**src/rtl/trc_pkg.sv**
```systemverilog
package trc_pkg;

  typedef enum logic [1:0] {
    K_STAT = 2'd0,
    K_ADDR = 2'd1,
    K_TGT  = 2'd2
  } kind_e;

  typedef struct packed {
    kind_e       kind;
    logic [2:0]  vf;
    logic [1:0]  vfls;
    logic [31:0] info;
  } trc_ent_t;

  localparam int ENT_W = $bits(trc_ent_t);

  localparam logic [2:0] VF_SEQ = 3'b000;
  localparam logic [2:0] VF_IND = 3'b101;

  typedef enum logic [1:0] {
    S_ARMED = 2'd0,
    S_RUN   = 2'd1,
    S_DONE  = 2'd2
  } cst_e;

endpackage

```
**src/rtl/trc_ctrl.sv**
```systemverilog
module trc_ctrl
  import trc_pkg::*;
(
  input  logic clk,
  input  logic rst_n,
  input  logic mode_win,
  input  logic evt,
  input  logic frz,
  input  logic blk,
  output logic cap_en,
  output logic done,
  output logic ovf
);

  cst_e st_q, st_d;
  logic ovf_q, ovf_d;
  logic running, stop;

  // Pre-event mode runs straight out of the armed state.
  assign running = (st_q == S_RUN) || ((st_q == S_ARMED) && !mode_win);
  assign stop    = mode_win ? evt : (evt | frz);
  assign cap_en  = running && !stop;
  assign done    = (st_q == S_DONE);
  assign ovf     = ovf_q;

  always_comb begin
    st_d  = st_q;
    ovf_d = ovf_q;
    case (st_q)
      S_ARMED: begin
        if (mode_win) begin
          if (evt) st_d = S_RUN;
        end else if (stop) begin
          st_d = S_DONE;
        end
      end
      S_RUN: begin
        if (stop) begin
          st_d = S_DONE;
        end else if (blk) begin
          st_d  = S_DONE;
          ovf_d = 1'b1;
        end
      end
      default: ;
    endcase
  end

  always_ff @(posedge clk or negedge rst_n) begin
    if (!rst_n) begin
      st_q  <= S_ARMED;
      ovf_q <= 1'b0;
    end else begin
      st_q  <= st_d;
      ovf_q <= ovf_d;
    end
  end

  // once stopped, capture never resumes
  p_done_hold_r3: assert property (@(posedge clk) disable iff (!rst_n)
    done |=> done);

  // a closing event during a window ends capture
  p_win_close_r4: assert property (@(posedge clk) disable iff (!rst_n)
    (mode_win && (st_q == S_RUN) && evt) |=> done);

  // overflow only in window mode and only with capture stopped
  p_ovf_done_r6: assert property (@(posedge clk) disable iff (!rst_n)
    ovf |-> (done && mode_win));

endmodule

```
**src/rtl/trc_pack.sv**
```systemverilog
module trc_pack
  import trc_pkg::*;
#(
  parameter int RUN_W = 4
) (
  input  logic        clk,
  input  logic        rst_n,
  input  logic        cap_en,
  input  logic [2:0]  vf,
  input  logic [1:0]  vfls,
  input  logic        strb,
  input  logic [31:0] addr,
  output logic        new_req,
  output logic        upd_req,
  output trc_ent_t    ent
);

  localparam logic [RUN_W-1:0] RUN_MAX = '1;

  logic             idle;
  logic             run_open_q, run_open_d;
  logic [RUN_W-1:0] run_cnt_q, run_cnt_d;
  logic             pend_q, pend_d;

  assign idle = (vf == VF_SEQ) && (vfls == 2'b00) && !strb;

  always_comb begin
    new_req    = 1'b0;
    upd_req    = 1'b0;
    ent        = '0;
    run_open_d = run_open_q;
    run_cnt_d  = run_cnt_q;
    pend_d     = pend_q;
    if (cap_en) begin
      if (idle) begin
        if (run_open_q && (run_cnt_q != RUN_MAX)) begin
          upd_req   = 1'b1;
          run_cnt_d = run_cnt_q + RUN_W'(1);
        end else begin
          new_req    = 1'b1;
          run_cnt_d  = RUN_W'(1);
          run_open_d = 1'b1;
        end
        ent.kind = K_STAT;
        ent.info = 32'(run_cnt_d);
      end else begin
        new_req    = 1'b1;
        run_open_d = 1'b0;
        ent.vf     = vf;
        ent.vfls   = vfls;
        if (strb) begin
          ent.kind = pend_q ? K_TGT : K_ADDR;
          ent.info = addr;
          pend_d   = (vf == VF_IND);
        end else begin
          ent.kind = K_STAT;
          pend_d   = pend_q | (vf == VF_IND);
        end
      end
    end
  end

  always_ff @(posedge clk or negedge rst_n) begin
    if (!rst_n) begin
      run_open_q <= 1'b0;
      run_cnt_q  <= '0;
      pend_q     <= 1'b0;
    end else if (cap_en) begin
      run_open_q <= run_open_d;
      run_cnt_q  <= run_cnt_d;
      pend_q     <= pend_d;
    end
  end

  // in-place count updates come only from idle samples
  p_upd_idle_r10: assert property (@(posedge clk) disable iff (!rst_n)
    upd_req |-> ((vf == VF_SEQ) && (vfls == 2'b00) && !strb));

  // an unstrobed indirect-branch sample arms target tagging
  p_arm_tgt_r9: assert property (@(posedge clk) disable iff (!rst_n)
    (cap_en && (vf == VF_IND) && !strb) |=> pend_q);

endmodule

```
**src/rtl/trc_buf.sv**
```systemverilog
module trc_buf
  import trc_pkg::*;
#(
  parameter int DEPTH = 16,
  localparam int AW   = $clog2(DEPTH)
) (
  input  logic             clk,
  input  logic             rst_n,
  input  logic             mode_win,
  input  logic             new_req,
  input  logic             upd_req,
  input  logic [ENT_W-1:0] ent_in,
  input  logic [AW-1:0]    rd_idx,
  output logic             blk,
  output logic [AW:0]      fill,
  output logic [ENT_W-1:0] rd_data
);

  localparam logic [AW:0]   FULL_CNT = (AW+1)'(DEPTH);
  localparam logic [AW-1:0] LAST     = AW'(DEPTH - 1);

  logic [ENT_W-1:0] mem [DEPTH];
  logic [AW-1:0]    wptr_q, wptr_d, last_ptr, phys;
  logic             wrap_q, wrap_d;
  logic             we_new;

  assign blk      = new_req && mode_win && wrap_q;
  assign we_new   = new_req && !blk;
  assign last_ptr = wptr_q - AW'(1);
  assign phys     = wrap_q ? (wptr_q + rd_idx) : rd_idx;
  assign fill     = wrap_q ? FULL_CNT : {1'b0, wptr_q};

  always_comb begin
    wptr_d = wptr_q;
    wrap_d = wrap_q;
    if (we_new) begin
      wptr_d = wptr_q + AW'(1);
      if (wptr_q == LAST) wrap_d = 1'b1;
    end
  end

  always_ff @(posedge clk or negedge rst_n) begin
    if (!rst_n) begin
      wptr_q <= '0;
      wrap_q <= 1'b0;
    end else begin
      wptr_q <= wptr_d;
      wrap_q <= wrap_d;
    end
  end

  always_ff @(posedge clk) begin
    if (we_new)       mem[wptr_q]   <= ent_in;
    else if (upd_req) mem[last_ptr] <= ent_in;
  end

  always_ff @(posedge clk or negedge rst_n) begin
    if (!rst_n) rd_data <= '0;
    else        rd_data <= mem[phys];
  end

  // the packer never asks for a new slot and an update together
  p_req_excl_r10: assert property (@(posedge clk) disable iff (!rst_n)
    !(new_req && upd_req));

  // once the buffer has wrapped it stays full
  p_full_stays_r2: assert property (@(posedge clk) disable iff (!rst_n)
    (fill == FULL_CNT) |=> (fill == FULL_CNT));

  // a window-mode entry is refused only when the buffer is full
  p_blk_full_r6: assert property (@(posedge clk) disable iff (!rst_n)
    blk |-> (fill == FULL_CNT));

endmodule

```
**src/rtl/trc_capture.sv**
```systemverilog
module trc_capture
  import trc_pkg::*;
#(
  parameter int DEPTH = 16,
  parameter int RUN_W = 4
) (
  input  logic                     clk,
  input  logic                     rst_n,
  input  logic                     mode_win,
  input  logic [2:0]               vf_i,
  input  logic [1:0]               vfls_i,
  input  logic                     bus_trc_i,
  input  logic [31:0]              bus_addr_i,
  input  logic                     evt_i,
  input  logic                     frz_i,
  input  logic [$clog2(DEPTH)-1:0] rd_idx_i,
  output logic [ENT_W-1:0]         rd_data_o,
  output logic [$clog2(DEPTH):0]   fill_o,
  output logic                     done_o,
  output logic                     ovf_o
);

  logic [1:0] rs_q;
  logic       srst_n;
  logic       cap_en, blk, new_req, upd_req;
  trc_ent_t   ent;

  // Asynchronous assertion, synchronous release.
  always_ff @(posedge clk or negedge rst_n) begin
    if (!rst_n) rs_q <= '0;
    else        rs_q <= {rs_q[0], 1'b1};
  end
  assign srst_n = rs_q[1];

  trc_ctrl u_ctrl (
    .clk      (clk),
    .rst_n    (srst_n),
    .mode_win (mode_win),
    .evt      (evt_i),
    .frz      (frz_i),
    .blk      (blk),
    .cap_en   (cap_en),
    .done     (done_o),
    .ovf      (ovf_o)
  );

  trc_pack #(.RUN_W(RUN_W)) u_pack (
    .clk     (clk),
    .rst_n   (srst_n),
    .cap_en  (cap_en),
    .vf      (vf_i),
    .vfls    (vfls_i),
    .strb    (bus_trc_i),
    .addr    (bus_addr_i),
    .new_req (new_req),
    .upd_req (upd_req),
    .ent     (ent)
  );

  trc_buf #(.DEPTH(DEPTH)) u_buf (
    .clk      (clk),
    .rst_n    (srst_n),
    .mode_win (mode_win),
    .new_req  (new_req),
    .upd_req  (upd_req),
    .ent_in   (ent),
    .rd_idx   (rd_idx_i),
    .blk      (blk),
    .fill     (fill_o),
    .rd_data  (rd_data_o)
  );

endmodule

```
**config.mk**
```make
export PLATFORM = sky130hd
export DESIGN_NAME = trc_capture
export DESIGN_NICKNAME = d
export VERILOG_FILES = /design/src/rtl/trc_pkg.sv /design/src/rtl/trc_ctrl.sv /design/src/rtl/trc_pack.sv /design/src/rtl/trc_buf.sv /design/src/rtl/trc_capture.sv
export SDC_FILE = /design/constraint.sdc
export NUM_CORES = 1
export LEC_CHECK = 0
export BUFFER_PORTS_ARGS = -buffer_cell sky130_fd_sc_hd__buf_2
export CORE_UTILIZATION = 62
export CTS_CLUSTER_SIZE = 10
export DETAILED_ROUTE_END_ITERATION = 10
export GPL_TIMING_DRIVEN = 0
export PLACE_DENSITY = 0.8
export SLEW_MARGIN = 15
export SYNTH_ARGS = -nofsm -noshare
export SYNTH_HDL_FRONTEND = slang
export SYNTH_SLANG_ARGS = --single-unit
```
**constraint.sdc**
```tcl
create_clock -name clk -period 3.6 [get_ports clk]
set_input_delay 0 -clock clk [delete_from_list [all_inputs] [get_ports clk]]
set_output_delay 0 -clock clk [all_outputs]
set_load 0.005 [all_outputs]
```
**Yosys cells after proc, flatten, opt, wreduce, memory -nomap -nowiden**

Memory sizes are Yosys's and may differ from the RTL's. A register that Yosys moved wholly into a read port is not among the register bits.
Index checks and enable logic that the tools add are counted.

- Register bits after elaboration: 16
- Bits in writable memories: 624
- Input port bits: 47
- Output and inout port bits: 46
- Word-level logic and storage cells: 85
- Memories: 1

- Add/subtract/negate cells: 4
- Equality and inequality tests: 9
- Mux-type cells: 34
- Bitwise logic cells: 4
- Reduce and logical (&&, ||, !) cells: 25

Memories:

| memory | depth | bits a word | rd ports | clocked after memory_dff | write ports | line | text |
|---|---|---|---|---|---|---|---|
| u_buf.mem | 16 | 39 | 1 | 1 | 1 | trc_buf.sv:22 | `logic [ENT_W-1:0] mem [DEPTH];` |

Operator list:

| cell | number |
|---|---|
| 39-bit two-way mux | 2 |
| 32-bit two-way mux | 2 |
| 39-bit OR reduction | 1 |
| 1-bit two-way mux | 16 |
| 2-bit two-way mux | 8 |
| 4-bit two-way mux | 3 |
| 5-bit two-way mux | 2 |
| 4-bit by 1-bit adder with 4-bit output, second input constant | 2 |
| 1-bit logical AND | 8 |
| 2-bit AND reduction | 4 |
| 3-bit by 2-bit inequality test with 1-bit output, second input constant | 2 |
| 1-bit logical NOT | 5 |
| 4-bit adder | 1 |
| 4-bit equality test, second input constant | 1 |
| 2-bit logical NOT | 2 |
| 4-bit inequality test, second input constant | 1 |
| 2-bit one-hot mux with 2 select lines | 1 |
| 4-bit AND reduction | 1 |
| 4-bit by 1-bit subtractor with 4-bit output, second input constant | 1 |
| 3-bit equality test, second input constant | 1 |
| 3-bit logical NOT | 1 |
| 3-bit inequality test, second input constant | 1 |
| 3-bit AND reduction | 1 |
| 2-bit by 1-bit equality test with 1-bit output, second input constant | 1 |
| 6 further kinds | 8 |

**Longest topological paths before layout**

Gate-level depths: netlist of run 1.

- Depth after elaboration: 13
- Gate-level depth with buffers: 10
- Gate-level depth less buffers: 8

**By module**

From an unflattened synthesis of run 1, not the netlist that was laid out.

- Cell total of the unflattened synthesis: 2046
- Area total of the unflattened synthesis: 26679.3 um^2

By module, submodules not included:

| module | times used | cells each | area each (um^2) | sequential area each (um^2) |
|---|---|---|---|---|
| trc_buf | 1 | 1937 | 25811.0 | 19839.0 |
| trc_pack | 1 | 88 | 646.9 | 150.1 |
| trc_ctrl | 1 | 18 | 167.7 | 75.1 |
| trc_capture | 1 | 3 | 53.8 | 50.0 |

**Worst setup path before layout of run 1**

OpenSTA, ideal clock, no wires.

- Path kind: register to register
- From: register u_pack.run_cnt_q[0]
- To: memory u_buf.mem[0][0] (netlist name) (enable)
- Library setup time: 533 ps
- Arrival: 5427 ps
- Required time: 3067 ps
- Path slack: -2360 ps
- Stages on the path, launching flop included: 7
- Buffers on the path: 0
- Clock period less this slack: 5960 ps
- Cell sequence: dfrtp_1 > ha_1 > nand3_1 > nand4_1 > nor4b_4 > xor2_1 > nor4_1

- Longest elaborated chain between the ends: 13
- Elaborated cells on any way between the ends: 20
- Classes of those cells: 1 x eq/ne; 13 x mux; 6 x reduce/logical

Ends and longest elaborated chain:

| what | line | text |
|---|---|---|
| start: declaration | trc_pack.sv:22 | `logic [RUN_W-1:0] run_cnt_q, run_cnt_d;` |
| start signal: assignment | trc_pack.sv:70 | `run_cnt_q <= run_cnt_d;` |
| 4-bit inequality test (*) | trc_pack.sv:36 | `if (run_open_q && (run_cnt_q != RUN_MAX)) begin` |
| 1-bit logical AND (*) | trc_pack.sv:36 |  |
| 1-bit two-way mux | trc_pack.sv:36 |  |
| 1-bit two-way mux | trc_pack.sv:35 | `if (idle) begin` |
| 1-bit two-way mux | trc_pack.sv:34 | `if (cap_en) begin` |
| 1-bit logical AND (2 in a row) | trc_buf.sv:27 | `assign blk = new_req && mode_win && wrap_q;` |
| 1-bit logical NOT | trc_buf.sv:28 | `assign we_new = new_req && !blk;` |
| 1-bit logical AND | trc_buf.sv:28 |  |
| 1-bit two-way mux | trc_buf.sv:53 | `if (we_new) mem[wptr_q] <= ent_in;` |
| 1-bit two-way mux (implied by the code) | trc_buf.sv:54 | `else if (upd_req) mem[last_ptr] <= ent_in;` |
| 39-bit OR reduction (no source line) | - |  |
| 4-bit two-way mux (no source line) / 1-bit two-way mux (equally long branches) | - |  |
| end: declaration | trc_buf.sv:22 |  |

Mark *: on every way between the ends. The rest lies on a longest branch, timed or not.

**Final worst setup path of run 1**

- From: register u_buf.wptr_q[1]
- To: register u_buf.rd_data[38], read port of u_buf.mem

- Longest elaborated chain between the ends: 2

Ends and longest elaborated chain:

| what | line | text |
|---|---|---|
| start: declaration | trc_buf.sv:23 | `logic [AW-1:0] wptr_q, wptr_d, last_ptr, phys;` |
| start signal: assignment | trc_buf.sv:47 | `wptr_q <= wptr_d;` |
| 4-bit adder | trc_buf.sv:30 | `assign phys = wrap_q ? (wptr_q + rd_idx) : rd_idx;` |
| 4-bit two-way mux | trc_buf.sv:30 |  |
| end: declaration | trc_buf.sv:16 | `output logic [ENT_W-1:0] rd_data` |

Every way passes these cells.
A chain may end at the register's enable or synchronous reset.

==> results of run 1 <==
timing repair:
action                                  CTS  global route
hold buffers                             13             0
endpoints found under the hold margin    13             0
gates resized for setup                  18            41
setup buffers                             0             2
pin swaps                                 0             2
endpoints found under the setup margin   26            50
final timing paths:
check	startpoint	endpoint	slack, ps	depth (start not counted)
min	bus_addr_i[25]	u_buf.mem[8][25]	40	2
max in group asynchronous	rs_q[1]	u_buf.rd_data[28]	2820	1
min in group asynchronous	rs_q[1]	u_buf.rd_data[3]	250	0
min reg2reg	rs_q[1]	u_buf.rd_data[3]	250	0
max	u_buf.wptr_q[1]	u_buf.rd_data[38]	-40	9
max reg2reg	u_buf.wptr_q[1]	u_buf.rd_data[38]	-40	9
placed cells by master, fill, tap and decap left out, drive strengths merged, types with 2 or more instances in the layout:
cell         synthesis  routed
a2111oi             39      39
a211oi             119     119
a21o                 4       4
a21oi                4       4
a221oi              39      39
a22o                 4       4
a22oi                2       2
a31o                 2       2
a31oi                3       3
a32o                40      40
and2                 6       6
and3               147     147
buf                 37     194
clkbuf              75     211
dfrtp               55      55
dlygate4sd3          0      13
edfxtp             624     624
ha                   6       6
inv                  9      11
mux2                41      41
mux2i              160     160
nand2               89      89
nand2b               3       3
nand3                7       7
nor2                12      12
nor2b                5       5
nor3                 3       3
nor4                18      18
nor4b                2       2
o21ai                6       6
o22a                 2       2
o22ai                5       5
xnor2                5       5
xor2                 6       6
registers in the layout, indices dropped and copies added (netlist names):
| name | count |
|---|---|
| u_buf.mem | 624 |
| u_buf.rd_data | 39 |
| u_buf.wptr_q | 4 |
| u_pack.run_cnt_q | 4 |
| rs_q | 2 |
| u_ctrl.st_q | 2 |
| u_buf.wrap_q | 1 |
| u_ctrl.ovf | 1 |
| u_pack.pend_q | 1 |
| u_pack.run_open_q | 1 |
worst max-delay path, cell delays in order (launching register included):
cell and delay [ps]:
dfrtp_1 510, inv_1 240, fa_1 600, nand2_1 100, nand2_1 100, buf_2 320
clkbuf_1 540, a211oi_1 260, a2111oi_2 590, mux2_2 290
logic make-up (layout without fill, tap and decap cells):
family / count (synthesis) / after routing
compound gates: 273 / 273
mux: 201 / 201
xor+xnor: 11 / 11
buf+inv: 121 / 430
simple gates: 297 / 297
flops: 679 / 679
other cells: 1 / 1
fa+ha+maj: 7 / 7
per-stage QoR:
step                power [mW]  cells  instance area, um^2  hold WS [ps]
global route              16.7   2438                31400          51.7
floorplan                 9.11   1590                26900          -296
global placement          9.39   2220                28000          -215
finish                    16.3   2438                31400          37.2
CTS                       16.3   2436                31300          25.0
detailed placement        9.42   2283                28900          -212
layout make-up:
cell class | count | area, um^2
well taps | 539 | 674
clock buffers | 137 | 2190
repair buffers | 169 | 1330
plain buffers | 112 | 505
inverters | 9 | 33.8
clock inverters | 3 | 21.3
fillers | 2385 | 10800
multi-input cells | 790 | 6510
flip-flops and latches | 679 | 20100
layer usage:
layer  track usage, %  share of wire (%)  vias to the layer above
li1                 -                  -                     6949
met4             13.3                4.1                        2
met3             7.62                 11                      214
met2             50.0                 48                     1099
met1             40.8                 37                     8109
met5                0              0.019                        -
power by group through the flow:
stage | logic, mW | clock network (mW) | registers [mW]
CTS | 0.716 | 7.02 | 8.56
global route | 0.778 | 7.34 | 8.57
floorplan | 0.380 | 0 | 8.73
global placement | 0.656 | 0 | 8.73
finish | 0.742 | 7.00 | 8.56
detailed placement | 0.694 | 0 | 8.72
==> out/metrics.yaml, run 1 <==
clocking:
  cts_max_path_buffers: 3
  tritoncts: "yes"
  cts_sinks: 679
  htreeDepth: 3
  cts.clk_slew.worst_paths_ps: 60
  clk_latency_ps: 600
  cts_root_buffer: "clkbuf_16"
  cts_buffers: 78
timing:
  clock_skew_ps: 20.6
  slew-limit-headroom_pct: 18.8
  worst_slack_ps: -37.7
  worstMarginPinSlew_ps: 1190
  fin_crit_ps: 3640
  clock.fmax_mhz: 275
  maxSlewViolCount: 0
  grt_setup_unrepaired: "yes"
  finalCritPeriodShare_pct: 101
  finalSetupTns_ps: -61.9
  finalHoldViolations: 0
  setup_viol: 2
grt:
  antenna_found_initial: 1
  grt_pass1_vias: 16500
  track_usage_pct: 31.1
  grt_max_degree: 32
  gr-total-overflow: 0
  grt_pass1_wl_um: 99800
power:
  pwr-share-seq_pct: 52.5
  power_per_cell_area_nw_per_um2: 519
  leakagePower_nw: 12.6
  power_switching_mw: 3.39
  p_int_mw: 12.9
  switching_share_pct: 20.8
  ir_drop_mv: 0.502
  p_clk_share_pct: 42.9
  combPwrFrac_pct: 4.5
yosys:
  synth_top_family_by_area: "compound AO/OA/AOI/OAI gates"
  ys_warn_count: 0
  synth-simple-area-share_pct: 6.14
  synth_cells: 1590
  ys_async_sr_fraction_pct: 8.10
  synthXorXnorAreaFrac_pct: 0.388
  synth_seq_cells: 679
  ys_top_cells_by_area: "edfxtp_1 70%, mux2i_1 6.0%, dfrtp_1 5.1%, and3_1 3.4%, a211oi_1 3.3%"
  synth-edff-count: 624
  yosys.area.top_type: "edfxtp_1"
  synth_area_um2: 26800
  yosysMostFrequentCell: "edfxtp_1"
  yosys-mux-area-fraction_pct: 7.71
  synth_fa_ha_area_share_pct: 0.355
  synth_compound_area_share_pct: 8.31
  yosysUniqueCellTypes: 54
  ys.flop_type: "edfxtp_1"
  syn_area_per_cell_um2: 16.8
  synth_top_area_share_pct: 70.0
  seq_area_frac_synth_pct: 75.1
  yosys-top-cells-count: "624 x edfxtp_1, 160 x mux2i_1, 146 x and3_1"
  synthesis.nets: 1644
worst_setup_path:
  cp_max_fo: 10
  critPathArrivalTime_ps: 4150
  critPathRequiredTime_ps: 4120
  worstSetupStartpointType: "flop"
  criticalPathCategory: "flop to flop"
  worst_setup_path_end_kind: "flop"
floorplanning:
  fp.dieH_um: 210
  num_rows: 75
  start_util_pct: 63.4
  die_area_um2: 44000
  ios: 93
  core_um2: 42200
  die-width_um: 210
finish:
  drive_above_1_share_pct: 19.6
  utilization_pct: 74.3
  nets: 1893
  area_growth_syn_to_layout_pct: 17.2
  diodes: 0
hold_path:
  hold_path.class: "input pin to flop"
placed_design:
  dp_hpwl_um: 43200
  io_buffers: 91
  gp_congestion: 0.867
  pre_cts_ws_ps: -259
routing:
  post_drt_wl_per_cell_um: 27.6
  vias: 16400
  via_per_inst: 6.72
  drt_iter0_markers: 2075
  drt_pass1_iterations: 6
  detail-route-antenna-nets: 0
  drc: 0
  wl_um: 67400
run_status:
  violations: "setup timing"
  outcome: "finished, violations left"
run:
  maxCapViolations: 0
(Power assumes the default switching activity.)
==> inputs of run 2 (changes only) <==
==> constraint.sdc (replaced) <==
create_clock -name clk -period 4.3 [get_ports clk]
set_input_delay 0 -clock clk [delete_from_list [all_inputs] [get_ports clk]]
set_output_delay 0 -clock clk [all_outputs]
set_load 0.005 [all_outputs]
==> run 2 against run 1 <==
Effect of this change:
- the flow now finishes without violations
- setup slack better by 270 ps
- non-clock buffer count up 22
- power decreased by 16%
- final cell count up 0.90%
- clock power is 15% lower
- via count up 0.71%
- die area stayed put
- sequential power fell by 16%
- global-route usage up 0.47 points
- clock-buffer cell count shrank 2
- clock skew decreased by 1.1 ps
==> out/metrics.yaml, run 2 (same netlist as run 1, synthesis figures left out) <==
worst_setup_path:
  cp_max_fo: 10  # unchanged
  critPathRequiredTime_ps: 4830  # was 4120 ps
  worstSetupStartpointType: "flop"  # unchanged
  critPathArrivalTime_ps: 4600  # was 4150 ps
  worst_setup_path_end_kind: "flop"  # unchanged
  criticalPathCategory: "flop to flop"  # unchanged
clocking:
  cts_max_path_buffers: 3  # unchanged
  clk_latency_ps: 610  # was 600 ps
  cts_buffers: 77  # was 78
  cts_sinks: 679  # unchanged
  tritoncts: "yes"  # unchanged
  cts.clk_slew.worst_paths_ps: 50  # was 60 ps
  htreeDepth: 3  # unchanged
  cts_root_buffer: "clkbuf_16"  # unchanged
timing:
  setup_viol: 0  # was 2
  clock.fmax_mhz: 246  # was 275 MHz
  fin_hold_ws_ps: 2.11  # was 37.2 ps
  clock_skew_ps: 19.5  # was 20.6 ps
  finalCritPeriodShare_pct: 94.6  # was 101%
  worstMarginPinSlew_ps: 1240  # was 1190 ps
  grt_setup_unrepaired: "no"  # was yes
  fin_crit_ps: 4070  # was 3640 ps
  finalSetupTns_ps: 0  # was -61.9 ps
  finalHoldViolations: 0  # unchanged
  maxSlewViolCount: 0  # unchanged
  slew-limit-headroom_pct: 16.6  # was 18.8%
finish:
  largest_reg_flops: 624  # unchanged
  top_register: "u_buf.mem"  # unchanged
  postLayoutCellArea_um2: 31200  # was 31400 um^2
  drive_above_1_share_pct: 19.2  # was 19.6%
  biggestRegsByFlops: "u_buf.mem (624), u_buf.rd_data (39)"  # unchanged
  final_common_cell: "edfxtp_1"  # unchanged
  fill_cells: 2441  # was 2385
  utilization_pct: 73.9  # was 74.3%
  nets: 1914  # was 1893
  mostFrequentLayoutCells: "624 x edfxtp_1, 158 x mux2i_1, 151 x buf_2, 146 x and3_1, 130 x clkbuf_1"  # was 624 x edfxtp_1, 158 x mux2i_1, 146 x and3_1, 120 x buf_2, 120 x clkbuf_1
  area_growth_syn_to_layout_pct: 16.6  # was 17.2%
floorplanning:
  ios: 93  # unchanged
  start_util_pct: 63.4  # unchanged
  core_um2: 42200  # unchanged
  num_rows: 75  # unchanged
  die-width_um: 210  # unchanged
  die_area_um2: 44000  # unchanged
  fp.dieH_um: 210  # unchanged
grt:
  gr-total-overflow: 0  # unchanged
  grt_max_degree: 33  # was 32
  track_usage_pct: 31.5  # was 31.1%
  antenna_found_initial: 3  # was 1
  grt_pass1_vias: 16600  # was 16500
  grt_pass1_wl_um: 101000  # was 99800 um
routing:
  vias: 16500  # was 16400
  drc: 0  # unchanged
  wl_um: 68600  # was 67400 um
  via_per_inst: 6.70  # was 6.72
  detail-route-antenna-nets: 0  # unchanged
  post_drt_wl_per_cell_um: 27.9  # was 27.6 um
  drt_iter0_markers: 2068  # was 2075
  drt_pass1_iterations: 5  # was 6
power:
  leakagePower_nw: 12.6  # about the same
  p_clk_share_pct: 43.3  # was 42.9%
  power_per_cell_area_nw_per_um2: 439  # was 519 nW/um^2
  power_mw: 13.7  # was 16.3 mW
  ir_drop_mv: 0.356  # was 0.502 mV
  pwr-share-seq_pct: 52.3  # was 52.5%
  switching_share_pct: 20.9  # was 20.8%
  combPwrFrac_pct: 4.4  # was 4.5%
  power_switching_mw: 2.87  # was 3.39 mW
  p_int_mw: 10.8  # was 12.9 mW
placed_design:
  io_buffers: 91  # unchanged
  dp_hpwl_um: 44100  # was 43200 um
  dpl_cell_area_um2: 28800  # was 28900 um^2
  gp_congestion: 0.859  # was 0.867
hold_path:
  hold_path.class: "input pin to flop"  # unchanged
run:
  maxCapViolations: 0  # unchanged
run_status:
  outcome: "completed"  # was finished, violations left
## run 2: path summary, 6_finish.rpt
| path | start | endpoint | slack [ps] | cells after the start |
|---|---|---|---|---|
| hold reg to reg | rs_q[1] | u_buf.rd_data[2] | 250 | 0 |
| max in group asynchronous | rs_q[1] | u_buf.rd_data[18] | 3510 | 1 |
| setup / recovery | u_buf.wptr_q[1] | u_buf.rd_data[35] | 230 | 8 |
| min in group asynchronous | rs_q[1] | u_buf.rd_data[2] | 250 | 0 |
| hold / removal | vfls_i[1] | u_pack.run_cnt_q[0] | 2 | 5 |
| setup reg to reg | u_buf.wptr_q[1] | u_buf.rd_data[35] | 230 | 8 |
## run 2: layout make-up
type                    count  area (um^2)  area share [%]
inverters                   9         33.8           0.108
well taps                 539          674            2.16
clock inverters             4         42.5           0.136
multi-input cells         790         6340            20.3
flip-flops and latches    679        20100            64.5
plain buffers             112          489            1.57
clock buffers             135         2210            7.08
repair buffers            191         1300            4.17
diodes                      1         2.50         0.00802
## run 2: power groups by stage
stage	clock network [mW]	registers [mW]	logic [mW]
finish	5.93	7.17	0.603
global route	6.20	7.17	0.632
CTS	5.96	7.17	0.596
detailed placement	0	7.30	0.582
global placement	0	7.31	0.549
floorplan	0	7.31	0.317
## run 2: through the flow
step           setup WS (ps)  instances
4_1_cts                  355       2459
3_5_place_dp             379       2306
3_3_place_gp           -5070       2220
6_report                 234       2460
2_1_floorplan          -1600       1590
5_1_grt                  211       2459
## run 2: repair_timing
action | in CTS | in global routing
buffers inserted | 0 | 0
hold endpoints to repair | 16 | 0
resized for setup | 0 | 0
hold buffers | 14 | 0
## run 2: metal layers
layer | wire (um) | part of all wire, % | global-route usage [%] | vias up
met3 | 6830 | 10 | 6.58 | 199
met4 | 2560 | 3.7 | 13.2 | 2
li1 | - | - | - | 6975
met5 | 8 | 0.012 | 0 | -
met2 | 33300 | 48 | 51.4 | 1046
met1 | 26000 | 38 | 41.7 | 8268
## run 2: critical path, stage by stage (launching register included)
cell,delay (ps)
dfrtp_1,540
inv_1,250
fa_1,520
xnor2_1,450
o22a_1,420
buf_1,540
a211oi_1,110
a2111oi_0,830
mux2_2,330
==> inputs of run 3 (changes only) <==
--- a/config.mk
+++ b/config.mk
@@ -6,11 +6,11 @@
 export NUM_CORES = 1
 export LEC_CHECK = 0
 export BUFFER_PORTS_ARGS = -buffer_cell sky130_fd_sc_hd__buf_2
-export CORE_UTILIZATION = 62
+export CORE_UTILIZATION = 60
 export CTS_CLUSTER_SIZE = 10
 export DETAILED_ROUTE_END_ITERATION = 10
 export GPL_TIMING_DRIVEN = 0
-export PLACE_DENSITY = 0.8
+export PLACE_DENSITY = 0.77
 export SLEW_MARGIN = 15
 export SYNTH_ARGS = -nofsm -noshare
 export SYNTH_HDL_FRONTEND = slang
==> run 3 against run 2 <==
Effect of this change:
- the flow now finishes with violations (DRC)
- power about the same
- critical path depth increased by 1
- final cell count grew 2.1%
- fmax fell by 2.6%
- non-clock buffer count unchanged
- highest routed layer unchanged
==> out/metrics.yaml, run 3 (same netlist as run 1, synthesis figures left out) <==
timing:
  finalCritPeriodShare_pct: 97.1  # was 94.6%
  clock.fmax_mhz: 240  # was 246 MHz
  grt_setup_unrepaired: "no"  # unchanged
  clock_skew_ps: 20.9  # was 19.5 ps
  maxSlewViolCount: 0  # unchanged
  setup_viol: 0  # unchanged
  fin_hold_ws_ps: 16.3  # was 2.11 ps
  fin_crit_ps: 4170  # was 4070 ps
  slew-limit-headroom_pct: 20.0  # was 16.6%
  worstMarginPinSlew_ps: 1170  # was 1240 ps
  finalHoldViolations: 0  # unchanged
finish:
  stdcell_count: 2512  # was 2460
  mostFrequentLayoutCells: "624 x edfxtp_1, 158 x mux2i_1, 151 x buf_2, 146 x and3_1, 132 x clkbuf_1"  # was 624 x edfxtp_1, 158 x mux2i_1, 151 x buf_2, 146 x and3_1, 130 x clkbuf_1
  drive_above_1_share_pct: 19.2  # about the same
  top_register: "u_buf.mem"  # unchanged
  biggestRegsByFlops: "u_buf.mem (624), u_buf.rd_data (39)"  # unchanged
  postLayoutCellArea_um2: 31300  # was 31200 um^2
  nets: 1914  # unchanged
  final_common_cell: "edfxtp_1"  # unchanged
  area_growth_syn_to_layout_pct: 16.8  # was 16.6%
  largest_reg_flops: 624  # unchanged
  fill_cells: 2743  # was 2441
  utilization_pct: 70.9  # was 73.9%
worst_setup_path:
  criticalPathCategory: "flop to flop"  # unchanged
  reg2regPathDepth: 9  # was 8
  cpPeakStageDelay_ps: 800  # was 830 ps
  crit-reg2reg-launch: "u_ctrl.st_q[0]"  # was u_buf.wptr_q[1]
  worst_setup_path_end_kind: "flop"  # unchanged
  rr_endpoint: "u_buf.mem[8][22]"  # was u_buf.rd_data[35]
  worstSetupStartpointType: "flop"  # unchanged
  path_cells: "nor2b_2 > nor4_1 > buf_4 > nand2_1 > nor4_2 > buf_6 > buf_2 > buf_2 > buf_2"  # was inv_1 > fa_1 > xnor2_1 > o22a_1 > buf_1 > a211oi_1 > a2111oi_0 > mux2_2
  cp_common_cell: "buf_2"
  critPathArrivalTime_ps: 4470  # was 4600 ps
  ff2ff_setup_slack_ps: 130  # was 230 ps
  critPathRequiredTime_ps: 4590  # was 4830 ps
  slowest_stage: "nor4_2"  # was a2111oi_0
  crit_start: "u_ctrl.st_q[0]"  # was u_buf.wptr_q[1]
  cp_max_fo: 10  # unchanged
  endpoint: "u_buf.mem[8][22]"  # was u_buf.rd_data[35]
routing:
  detail-route-antenna-nets: 0  # unchanged
  post_drt_wl_per_cell_um: 26.8  # was 27.9 um
  drt_pass1_iterations: 8  # was 5
  wl_um: 67300  # was 68600 um
  via_per_inst: 6.52  # was 6.70
  drc: 4  # was 0
  drt_iter0_markers: 1996  # was 2068
  vias: 16400  # was 16500
clocking:
  htreeDepth: 3  # unchanged
  cts.clk_slew.worst_paths_ps: 60  # was 50 ps
  cts_max_path_buffers: 3  # unchanged
  cts_sinks: 679  # unchanged
  cts_buffers: 77  # unchanged
  cts_root_buffer: "clkbuf_16"  # unchanged
  tritoncts: "yes"  # unchanged
  clk_latency_ps: 610  # about the same
grt:
  antenna_found_initial: 2  # was 3
  gr-total-overflow: 0  # unchanged
  grt_pass1_wl_um: 100000  # was 101000 um
  grt_pass1_vias: 16400  # was 16600
  grt_max_degree: 32  # was 33
  track_usage_pct: 30.5  # was 31.5%
hold_path:
  hold_path.class: "input pin to flop"  # unchanged
floorplanning:
  num_rows: 77  # was 75
  start_util_pct: 60.7  # was 63.4%
  die_area_um2: 45500  # was 44000 um^2
  die-width_um: 213  # was 210 um
  ios: 93  # unchanged
  fp.dieH_um: 213  # was 210 um
  core_um2: 44100  # was 42200 um^2
power:
  power_mw: 13.7  # about the same
  p_clk_share_pct: 43.3  # about the same
  combPwrFrac_pct: 4.3  # was 4.4%
  pwr-share-seq_pct: 52.3  # about the same
  switching_share_pct: 20.7  # was 20.9%
  power_per_cell_area_nw_per_um2: 438  # was 439 nW/um^2
  p_int_mw: 10.9  # was 10.8 mW
  ir_drop_mv: 0.360  # was 0.356 mV
  power_switching_mw: 2.83  # was 2.87 mW
  leakagePower_nw: 12.6  # about the same
placed_design:
  dp_hpwl_um: 43600  # was 44100 um
  dpl_cell_area_um2: 28900  # was 28800 um^2
  io_buffers: 91  # unchanged
  gp_congestion: 0.830  # was 0.859
  dpl.cell_count: 2360  # was 2306
run_status:
  violations: "DRC"
  outcome: "finished, violations left"  # was completed
run:
  maxCapViolations: 0  # unchanged
==> run 3: metal layers <==
metal,part of all wire [%],vias up,track usage [%]
met5,0.012,-,0
met2,48,929,48.8
met1,39,8281,40.8
li1,-,6976,-
met4,3.8,2,13.6
met3,9.5,183,6.30
==> run 3: how the worst min path moves through the flow <==
stage                               from                end  slack (ps)  cells past startpoint
after floorplan                    rst_n            rs_q[0]        -300                      0
after global placement             rst_n            rs_q[0]        -210                      1
after global routing      bus_addr_i[24]  u_buf.mem[15][24]          30                      2
after CTS                 bus_addr_i[24]  u_buf.mem[15][24]           4                      2
final                     bus_addr_i[25]   u_buf.mem[8][25]          20                      2
after detailed placement           rst_n            rs_q[0]        -210                      1
==> run 3: per-stage QoR <==
stage,setup WS [ps],TNS [ps]
final,126,0
after global routing,21.4,0
after CTS,190,0
after detailed placement,277,0
after global placement,-5160,-2162590
after floorplan,-1600,-530200
==> run 3: timing repair <==
item                       in CTS  in global routing
setup endpoints to repair       0                  1
hold endpoints to repair       15                  0
hold buffers                   13                  0
setup buffers                   0                  0
resized for setup               0                  1
==> run 3: area by class of cell <==
| cell class | instances | area [um^2] | area share, % |
|---|---|---|---|
| Buffer | 112 | 489 | 1.56 |
| Multi-Input combinational cell | 790 | 6340 | 20.3 |
| Timing Repair Buffer | 191 | 1300 | 4.15 |
| Sequential cell | 679 | 20100 | 64.3 |
| Tap cell | 592 | 741 | 2.37 |
| Inverter | 9 | 33.8 | 0.108 |
| Antenna cell | 1 | 2.50 | 0.00800 |
| Clock buffer | 138 | 2240 | 7.17 |
==> run 3: worst max-delay path: cells and delay by family, from the launching register on <==
family	cells	cell delay [ps]
buffers and inverters	5	1370
and+or+nand+nor	4	2010
DFF	1	460
==> run 3: power groups by stage <==
stage	combinational [mW]	sequential [mW]	clock, mW
detailed placement	0.579	7.30	0
global route	0.631	7.17	6.24
finish	0.595	7.17	5.93
CTS	0.590	7.17	5.97
floorplan	0.317	7.31	0
global placement	0.549	7.31	0
